$ cat src/rtl/pfx_pkg.sv
package pfx_pkg;
   // Classification of one instruction byte
   typedef enum logic [2:0] {
      BK_MOVE,
      BK_ALU_COM,
      BK_ALU_RARE,
      BK_REGX,
      BK_RSVD
   } byte_kind_e;
endpackage

$ cat src/rtl/pfx_classify.sv
module pfx_classify #(
   parameter int REG_W = 3
) (
   input  logic [2*REG_W+1:0]      byte_i,
   output pfx_pkg::byte_kind_e     kind_o,
   output logic [REG_W-1:0]        mid_o,
   output logic [REG_W-1:0]        low_o
);
   import pfx_pkg::*;
   localparam int BYTE_W = 2*REG_W + 2;

   logic [1:0] top;
   assign top   = byte_i[BYTE_W-1 -: 2];
   assign mid_o = byte_i[2*REG_W-1 -: REG_W];
   assign low_o = byte_i[REG_W-1:0];

   always_comb begin
      unique case (top)
         2'b00: kind_o = BK_MOVE;
         2'b10: kind_o = BK_REGX;
         2'b11: kind_o = BK_RSVD;
         default: begin
            if (mid_o == REG_W'(0))      kind_o = BK_ALU_COM;
            else if (mid_o == REG_W'(1)) kind_o = BK_ALU_RARE;
            else                         kind_o = BK_RSVD;
         end
      endcase
   end
endmodule

$ cat src/rtl/pfx_state.sv
module pfx_state #(
   parameter int REG_W = 3
) (
   input  logic                clk,
   input  logic                rst,
   input  logic                flush,
   input  logic                valid_i,
   input  pfx_pkg::byte_kind_e kind_i,
   input  logic [REG_W-1:0]    mid_i,
   input  logic [REG_W-1:0]    low_i,
   output logic                alu_pend_o,
   output logic                alu_rare_o,
   output logic [REG_W-1:0]    alu_func_o,
   output logic                rx_pend_o,
   output logic [REG_W-1:0]    rx_ext_o,
   output logic [REG_W-1:0]    rx_reg_o,
   output logic                dup_o,
   output logic                inhibit_o
);
   import pfx_pkg::*;

   logic take;
   assign take = valid_i && !flush;

   always_ff @(posedge clk) begin
      if (rst || flush) begin
         alu_pend_o <= 1'b0;
         alu_rare_o <= 1'b0;
         alu_func_o <= '0;
         rx_pend_o  <= 1'b0;
         rx_ext_o   <= '0;
         rx_reg_o   <= '0;
         dup_o      <= 1'b0;
      end else if (take) begin
         dup_o <= 1'b0;
         unique case (kind_i)
            BK_ALU_COM, BK_ALU_RARE: begin
               alu_pend_o <= 1'b1;
               alu_rare_o <= (kind_i == BK_ALU_RARE);
               alu_func_o <= low_i;
               dup_o      <= alu_pend_o;
            end
            BK_REGX: begin
               rx_pend_o <= 1'b1;
               rx_ext_o  <= mid_i;
               rx_reg_o  <= low_i;
               dup_o     <= rx_pend_o;
            end
            default: begin
               alu_pend_o <= 1'b0;
               alu_rare_o <= 1'b0;
               alu_func_o <= '0;
               rx_pend_o  <= 1'b0;
               rx_ext_o   <= '0;
               rx_reg_o   <= '0;
            end
         endcase
      end else begin
         dup_o <= 1'b0;
      end
   end

   assign inhibit_o = alu_pend_o || rx_pend_o;


   dup_on_repeat_chk: assert property (@(posedge clk) disable iff (rst)
      (take && (kind_i == BK_ALU_COM || kind_i == BK_ALU_RARE) && alu_pend_o) |=> dup_o);


   idle_holds_chk: assert property (@(posedge clk) disable iff (rst)
      (!valid_i && !flush) |=> ($stable(inhibit_o) && !dup_o));
endmodule

$ cat src/rtl/pfx_emit.sv
module pfx_emit #(
   parameter int REG_W   = 3,
   parameter bit OUT_REG = 1'b1
) (
   input  logic                clk,
   input  logic                rst,
   input  logic                flush,
   input  logic                valid_i,
   input  pfx_pkg::byte_kind_e kind_i,
   input  logic [REG_W-1:0]    mid_i,
   input  logic [REG_W-1:0]    low_i,
   input  logic                alu_pend_i,
   input  logic                alu_rare_i,
   input  logic [REG_W-1:0]    alu_func_i,
   input  logic                rx_pend_i,
   input  logic [REG_W-1:0]    rx_ext_i,
   input  logic [REG_W-1:0]    rx_reg_i,
   output logic                uop_valid_o,
   output logic                uop_alu_o,
   output logic                uop_rare_o,
   output logic [REG_W-1:0]    uop_func_o,
   output logic [REG_W-1:0]    uop_src_o,
   output logic [REG_W-1:0]    uop_dst_o,
   output logic                uop_third_valid_o,
   output logic [REG_W-1:0]    uop_third_o,
   output logic [REG_W-1:0]    uop_ext_o,
   output logic                illegal_o
);
   import pfx_pkg::*;

   logic             fire, bad;
   logic             n_alu, n_rare, n_tv;
   logic [REG_W-1:0] n_func, n_src, n_dst, n_third, n_ext;

   always_comb begin
      fire    = valid_i && !flush && (kind_i == BK_MOVE);
      bad     = valid_i && !flush && (kind_i == BK_RSVD);
      n_alu   = fire && alu_pend_i;
      n_rare  = fire && alu_pend_i && alu_rare_i;
      n_func  = (fire && alu_pend_i) ? alu_func_i : '0;
      n_src   = fire ? mid_i : '0;
      n_dst   = fire ? low_i : '0;
      n_tv    = fire && rx_pend_i;
      n_third = (fire && rx_pend_i) ? rx_reg_i : '0;
      n_ext   = (fire && rx_pend_i) ? rx_ext_i : '0;
   end

   generate
      if (OUT_REG) begin : g_reg
         always_ff @(posedge clk) begin
            if (rst) begin
               uop_valid_o       <= 1'b0;
               uop_alu_o         <= 1'b0;
               uop_rare_o        <= 1'b0;
               uop_func_o        <= '0;
               uop_src_o         <= '0;
               uop_dst_o         <= '0;
               uop_third_valid_o <= 1'b0;
               uop_third_o       <= '0;
               uop_ext_o         <= '0;
               illegal_o         <= 1'b0;
            end else begin
               uop_valid_o       <= fire;
               uop_alu_o         <= n_alu;
               uop_rare_o        <= n_rare;
               uop_func_o        <= n_func;
               uop_src_o         <= n_src;
               uop_dst_o         <= n_dst;
               uop_third_valid_o <= n_tv;
               uop_third_o       <= n_third;
               uop_ext_o         <= n_ext;
               illegal_o         <= bad;
            end
         end
      end else begin : g_comb
         assign uop_valid_o       = fire && !rst;
         assign uop_alu_o         = n_alu;
         assign uop_rare_o        = n_rare;
         assign uop_func_o        = n_func;
         assign uop_src_o         = n_src;
         assign uop_dst_o         = n_dst;
         assign uop_third_valid_o = n_tv;
         assign uop_third_o       = n_third;
         assign uop_ext_o         = n_ext;
         assign illegal_o         = bad && !rst;
      end
   endgenerate
endmodule

$ cat src/rtl/pfx_decoder.sv
module pfx_decoder #(
   parameter int REG_W   = 3,
   parameter bit OUT_REG = 1'b1
) (
   input  logic                 clk,
   input  logic                 rst,
   input  logic                 flush,
   input  logic                 in_valid,
   input  logic [2*REG_W+1:0]   in_byte,
   output logic                 uop_valid,
   output logic                 uop_alu,
   output logic                 uop_rare,
   output logic [REG_W-1:0]     uop_func,
   output logic [REG_W-1:0]     uop_src,
   output logic [REG_W-1:0]     uop_dst,
   output logic                 uop_third_valid,
   output logic [REG_W-1:0]     uop_third,
   output logic [REG_W-1:0]     uop_ext,
   output logic                 dup_prefix,
   output logic                 illegal,
   output logic                 irq_inhibit
);
   import pfx_pkg::*;

   generate
      if (REG_W < 2 || REG_W > 6) begin : g_bad_width
         $error("pfx_decoder: REG_W must lie in 2..6");
      end
   endgenerate

   byte_kind_e       kind;
   logic [REG_W-1:0] mid, low;
   logic             alu_pend, alu_rare, rx_pend;
   logic [REG_W-1:0] alu_func, rx_ext, rx_reg;

   pfx_classify #(.REG_W(REG_W)) u_cls (
      .byte_i (in_byte),
      .kind_o (kind),
      .mid_o  (mid),
      .low_o  (low)
   );

   pfx_state #(.REG_W(REG_W)) u_st (
      .clk        (clk),
      .rst        (rst),
      .flush      (flush),
      .valid_i    (in_valid),
      .kind_i     (kind),
      .mid_i      (mid),
      .low_i      (low),
      .alu_pend_o (alu_pend),
      .alu_rare_o (alu_rare),
      .alu_func_o (alu_func),
      .rx_pend_o  (rx_pend),
      .rx_ext_o   (rx_ext),
      .rx_reg_o   (rx_reg),
      .dup_o      (dup_prefix),
      .inhibit_o  (irq_inhibit)
   );

   pfx_emit #(.REG_W(REG_W), .OUT_REG(OUT_REG)) u_em (
      .clk               (clk),
      .rst               (rst),
      .flush             (flush),
      .valid_i           (in_valid),
      .kind_i            (kind),
      .mid_i             (mid),
      .low_i             (low),
      .alu_pend_i        (alu_pend),
      .alu_rare_i        (alu_rare),
      .alu_func_i        (alu_func),
      .rx_pend_i         (rx_pend),
      .rx_ext_i          (rx_ext),
      .rx_reg_i          (rx_reg),
      .uop_valid_o       (uop_valid),
      .uop_alu_o         (uop_alu),
      .uop_rare_o        (uop_rare),
      .uop_func_o        (uop_func),
      .uop_src_o         (uop_src),
      .uop_dst_o         (uop_dst),
      .uop_third_valid_o (uop_third_valid),
      .uop_third_o       (uop_third),
      .uop_ext_o         (uop_ext),
      .illegal_o         (illegal)
   );

   logic is_pfx;
   assign is_pfx = (kind == BK_ALU_COM) || (kind == BK_ALU_RARE) || (kind == BK_REGX);


   inhibit_after_prefix_chk: assert property (@(posedge clk) disable iff (rst)
      (in_valid && !flush && is_pfx) |=> irq_inhibit);


   inhibit_drop_on_move_chk: assert property (@(posedge clk) disable iff (rst)
      (in_valid && !flush && kind == BK_MOVE) |=> !irq_inhibit);


   flush_clears_chk: assert property (@(posedge clk) disable iff (rst)
      flush |=> (!irq_inhibit && !uop_valid && !illegal));


   reserved_flags_chk: assert property (@(posedge clk) disable iff (rst)
      (in_valid && !flush && kind == BK_RSVD) |=> (illegal && !uop_valid && !irq_inhibit));


   uop_only_from_move_chk: assert property (@(posedge clk) disable iff (rst)
      (in_valid && !flush && is_pfx) |=> !uop_valid);
endmodule

$ cat config.mk
export PLATFORM = sky130hd
export DESIGN_NAME = pfx_decoder
export DESIGN_NICKNAME = d
export VERILOG_FILES = /design/src/rtl/pfx_pkg.sv /design/src/rtl/pfx_classify.sv /design/src/rtl/pfx_state.sv /design/src/rtl/pfx_emit.sv /design/src/rtl/pfx_decoder.sv
export SDC_FILE = /design/constraint.sdc
export NUM_CORES = 1
export LEC_CHECK = 0
export BUFFER_PORTS_ARGS = -buffer_cell sky130_fd_sc_hd__buf_2
export CAP_MARGIN = 10
export CORE_MARGIN = 5
export CORE_UTILIZATION = 45
export DETAILED_ROUTE_END_ITERATION = 10
export GPL_TIMING_DRIVEN = 1
export PLACE_DENSITY_LB_ADDON = 0.2
export SYNTH_ARGS = -nofsm -noshare
export SYNTH_HDL_FRONTEND = slang
export SYNTH_SLANG_ARGS = --single-unit
export TNS_END_PERCENT = 1
$ cat constraint.sdc
create_clock -name clk -period 1.24 [get_ports clk]
set_clock_uncertainty 0.05 [all_clocks]
set_input_delay 0.186 -clock clk [delete_from_list [all_inputs] [get_ports clk]]
set_output_delay 0.186 -clock clk [all_outputs]
set_load 0.01 [all_outputs]
-- Word level (Yosys, flattened, before mapping)
Cells that the tools add are included.
- output and inout port bits: 22
- input port bits: 12
- logic and storage cells: 59
- register bits after elaboration: 33
- reduce and logical (&&, ||, !) cells: 19
- muxes and demuxes: 10
- equality and inequality tests: 7
- bitwise gates (word level): 6
- operator list (operator ; number):
    one-hot mux 3 bit (2 select lines) ; 3
    OR reduction 2 bit ; 5
    one-hot mux 3 bit (3 select lines) ; 1
    one-hot mux 1 bit (2 select lines) ; 4
    equality test 3 x 1 -> 1 bit (second input constant) ; 2
    equality test 3 x 2 -> 1 bit (second input constant) ; 2
    logical AND 1 bit ; 6
    logical NOT 3 bit ; 2
    2-to-1 mux 3 bit ; 2
    NOT 1 bit ; 6
    equality test 2 bit (second input constant) ; 2
    AND reduction 2 bit ; 2
    equality test 3 bit (second input constant) ; 1
    logical NOT 2 bit ; 1
    logical OR 1 bit ; 2
    logical NOT 1 bit ; 1

-- Logic depth before layout (Yosys ltp)
- depth in word-level cells: 9
- mapped depth: 4
- mapped depth without buffers: 3

-- By module
A second synthesis with hierarchy kept.
- cell total of the unflattened synthesis: 118
- area total of the unflattened synthesis: 1290.0 µm²
- by module, submodules not included (module ; area each (µm²) ; instances ; cells an instance ; seq. area each (µm²)):
    pfx_emit ; 644.4 ; 1 ; 50 ; 400.4
    pfx_state ; 556.8 ; 1 ; 56 ; 260.2
    pfx_classify ; 88.8 ; 1 ; 12 ; 0.0

-- Least setup slack after synthesis
Ideal clock, no wire load.
- path kind: input to register
- from: in flush
- to: reg u_st.rx_ext_o[0]
- path buffers: 1
- setup time: 0.117 ns
- required time: 1.073 ns
- path slack: 0.140 ns
- stages: 4
- arrival: 0.933 ns
- cells stage by stage: nand2b_1 -> buf_2 -> o21ba_4 -> a22o_1
- longest elaborated chain between the ends: 3
- elaborated cells between the ends (all ways): 4
- those cells by class: reduce/logical (4)
- ends and longest elaborated chain (element ; RTL line ; RTL):
    start: declaration ; pfx_decoder.sv:7 ; input logic flush,
    logical NOT 1 bit ; pfx_state.sv:23 ; assign take = valid_i && !flush;
    logical AND 1 bit ; pfx_state.sv:23 ;
    AND reduction 2 bit (no source line) ; n/a ;
    end signal: assignment ; pfx_state.sv:45 ; rx_ext_o <= mid_i;
    end: declaration ; pfx_state.sv:15 ; output logic [REG_W-1:0] rx_ext_o,
Parallel ways exist; a longest one is shown, timed or not.
A chain may end at the register's enable or synchronous reset.

-- Worst setup path after layout
- from: reg u_st.alu_pend_o
- to: out irq_inhibit
- longest elaborated chain between the ends: 1
- ends and longest elaborated chain (element ; RTL line ; RTL):
    start: declaration ; pfx_state.sv:11 ; output logic alu_pend_o,
    start signal: assignment ; pfx_state.sv:27 ; alu_pend_o <= 1'b0;
    start signal: assignment ; pfx_state.sv:38 ; alu_pend_o <= 1'b1;
    start signal: assignment ; pfx_state.sv:50 ; alu_pend_o <= 1'b0;
    logical OR 1 bit ; pfx_state.sv:63 ; assign inhibit_o = alu_pend_o || rx_pend_o;
    end: declaration ; pfx_decoder.sv:21 ; output logic irq_inhibit
Every way passes these cells.

==> flow_summary_export.csv <==
group,metric,value,unit
setup_path,r2r_slack,0.24,ns
placement,place.port_buffers,33,
timing,tightest_slew,0.333,ns
setup_path,startpoint,"u_st.alu_pend_o$_SDFFE_PP0P_",
placement,gp_congestion,0.723,
timing,setup_viol,1,
logic_synthesis,netlist_area,1070,um^2
power,leakage,0.674,nW
timing,final-hold-violation-count,0,
detailed_routing,wirelength,2200,um
power,ir_worst_vdd,0.852,mV
global_route,grt_pass1_wl,3800,um
detailed_routing,drtAntennaViolNets,0,
cts,cts_buffer_depth,2,
placement,placed_cells,158,
floorplanning,core-area,2250,um^2
detailed_routing,drc,0,
finish,layout-drive-gt1-share,42.9,%
logic_synthesis,synth.ff_latch_count,33,
cts,clk_pin_slew,0.10,ns
floorplanning,die_h,58.9,um
placement,dpl_cell_area,1320,um^2
timing,drv_slew,0,
setup_path,crit_path_end_kind,"output pin",
finish,post-route-util,62.3,%
logic_synthesis,synth_top_area_share,61.5,%
finish,area_delta_synth_final,30.7,%
setup_path,critPathLaunchType,"flop",
finish,mostFrequentLayoutCell,"buf_2",
detailed_routing,firstDrtPassIters,4,
setup_path,slowest_stage,"dfxtp_4",
timing,holdWs,0.0331,ns
floorplanning,row_count,17,
timing,grt_setup_unrepaired,"true",
setup_path,cp.required,1.00,ns
logic_synthesis,synth.net_count,103,
run,maxCapViolCount,0,
setup_path,crit_chain,"or2_4 -> buf_6",
finish,seqCellArea,666,um^2
timing,layout_setup_ws,-0.0221,ns
cts,clkLatencyLatePin,0.33,ns
global_route,grtUsageTotal,14.9,%
global_route,grt_pass1_vias,810,
global_route,grt_overflow,0,
logic_synthesis,avgSynthCellArea,11.8,um^2
setup_path,critPathMaxFanout,2,
worst_hold_path,hp-start,"in_byte[2]",
cts,cts_root_buffer,"clkbuf_4",
finish,multi_input_area,395,um^2
timing,relSlewSlack,77.8,%
global_route,grt_max_degree,12,
logic_synthesis,synth.area.top_cells,"dfxtp_1 61%, and3_1 5.8%, a22o_1 4.9%",
setup_path,path_class,"reg2out",
power,powerDensity,1240,nW/um^2
setup_path,crit_arrival,1.03,ns
logic_synthesis,netlist_instances,91,
run_status,status,"finished, violations left",
detailed_routing,vias,819,
finish,nFillCells,206,
placement,pre_cts_slack,-0.0133,ns
finish,antenna_cells,0,
logic_synthesis,yosysUniqueCellTypes,22,
worst_hold_path,min_path_type,"in2reg",
logic_synthesis,ys_seq_area_share,61.5,%
detailed_routing,wire_per_inst,13.1,um
timing,max_freq,792,MHz
detailed_routing,drt-initial-drc-count,11,
setup_path,cp_slowest_stage_delay,0.36,ns
timing,period_share,102,%
timing,final.min_clock_period,1.26,ns
floorplanning,initial_utilization,47.7,%
detailed_routing,drt-vias-per-instance,4.88,
finish,instances_no_fill,168,
cts,postCtsHoldBufs,0,
placement,dp_hpwl,1560,um
floorplanning,die_w,58.9,um
cts,cts.sinks,33,
floorplanning,io_pins,34,
logic_synthesis,yosysTopAreaCell,"dfxtp_1",
global_route,antenna_found_initial,0,
run_status,violations,"setup timing",
floorplanning,die_area,3470,um^2
setup_path,r2r-start,"u_st.alu_pend_o$_SDFFE_PP0P_",
cts,numCtsBuffers,5,
cts,cts_htree_levels,2,
logic_synthesis,synth_warnings,0,
finish,final_area,1410,um^2
finish,finalNetCount,151,
finish,mostFrequentLayoutCells,"32 x buf_2, 31 x dfxtp_1, 11 x buf_4, 10 x and3_1, 8 x and2_1",
cts,cts_tree,"yes",
## kinds of logic after synthesis
logic type	synth area share, %
and+or+nand+nor	23.9
DFF	61.5
buffers and inverters	1.98
AOI/OAI and AO/OA	12.7
## power breakdown
part | total (mW) | internal (mW) | switching (mW)
registers | 1.07 | 1.06 | 0.00257
clock network | 0.572 | 0.213 | 0.359
logic | 0.104 | 0.0489 | 0.0556
## cells in the mapped netlist, drive strengths merged
master  number
dfxtp       33
and2b        1
nor3         2
a22oi        1
nor2b        1
buf          3
nand2b       1
a22o         6
o21ai        6
a21oi        6
or2          2
o21ba        1
nand2        2
and2         8
nor3b        1
nor4b        2
nor4         1
nand3        4
and3        10
## state kept, by name, summed over array words and instances (netlist names), 3 cells and up
name              cells
u_em.uop_third_o      3
u_em.uop_dst_o        3
u_em.uop_src_o        3
u_st.alu_func_o       3
u_em.uop_func_o       3
u_em.uop_ext_o        3
u_st.rx_ext_o         3
u_st.rx_reg_o         3
## per-layer routing
metal | GRT usage, % | vias to the layer above | wire length, um
met3 | 7.24 | 6 | 230
met2 | 20.7 | 34 | 906
met1 | 19.7 | 360 | 1020
li1 | - | 419 | -
met4 | 5.83 | 0 | 42
met5 | 0 | - | 0
## timing repair
action                                 CTS  global route
setup endpoints to repair                1             1
setup buffers                            2             0
endpoints found under the hold margin    0             0
resized for setup                        4             1
pin swaps                                1             0
## critical path, delay by kind of cell, from the launching register on
kind                   cells  cell delay [ns]
buffers and inverters      1             0.12
flip-flops                 1             0.36
AND/OR/NAND/NOR            1             0.22
## per-stage QoR
step | power (mW) | setup TNS [ns]
2_1_floorplan | 1.14 | 0
3_3_place_gp | 1.19 | 0
3_5_place_dp | 1.20 | -0.0278
4_1_cts | 1.77 | -0.0369
5_1_grt | 1.83 | -0.0659
6_report | 1.74 | -0.0221
## path summary, 6_finish.rpt
path / cells after the start / to
hold reg to reg: 2 / u_st.alu_func_o[1]$_SDFFE_PP0P_
setup / recovery: 2 / irq_inhibit
hold / removal: 2 / u_em.uop_dst_o[2]$_SDFF_PP0_
setup reg to reg: 4 / u_st.dup_o$_SDFF_PP0_
## layout make-up
class                           count  share of cell area, %
Timing Repair Buffer               44                   18.1
Multi-Input combinational cell     55                   28.1
Tap cell                           28                   2.49
Sequential cell                    33                   47.4
Clock buffer                        5                   2.67
Clock inverter                      3                   1.25
Power figures use the tool's default switching activity.
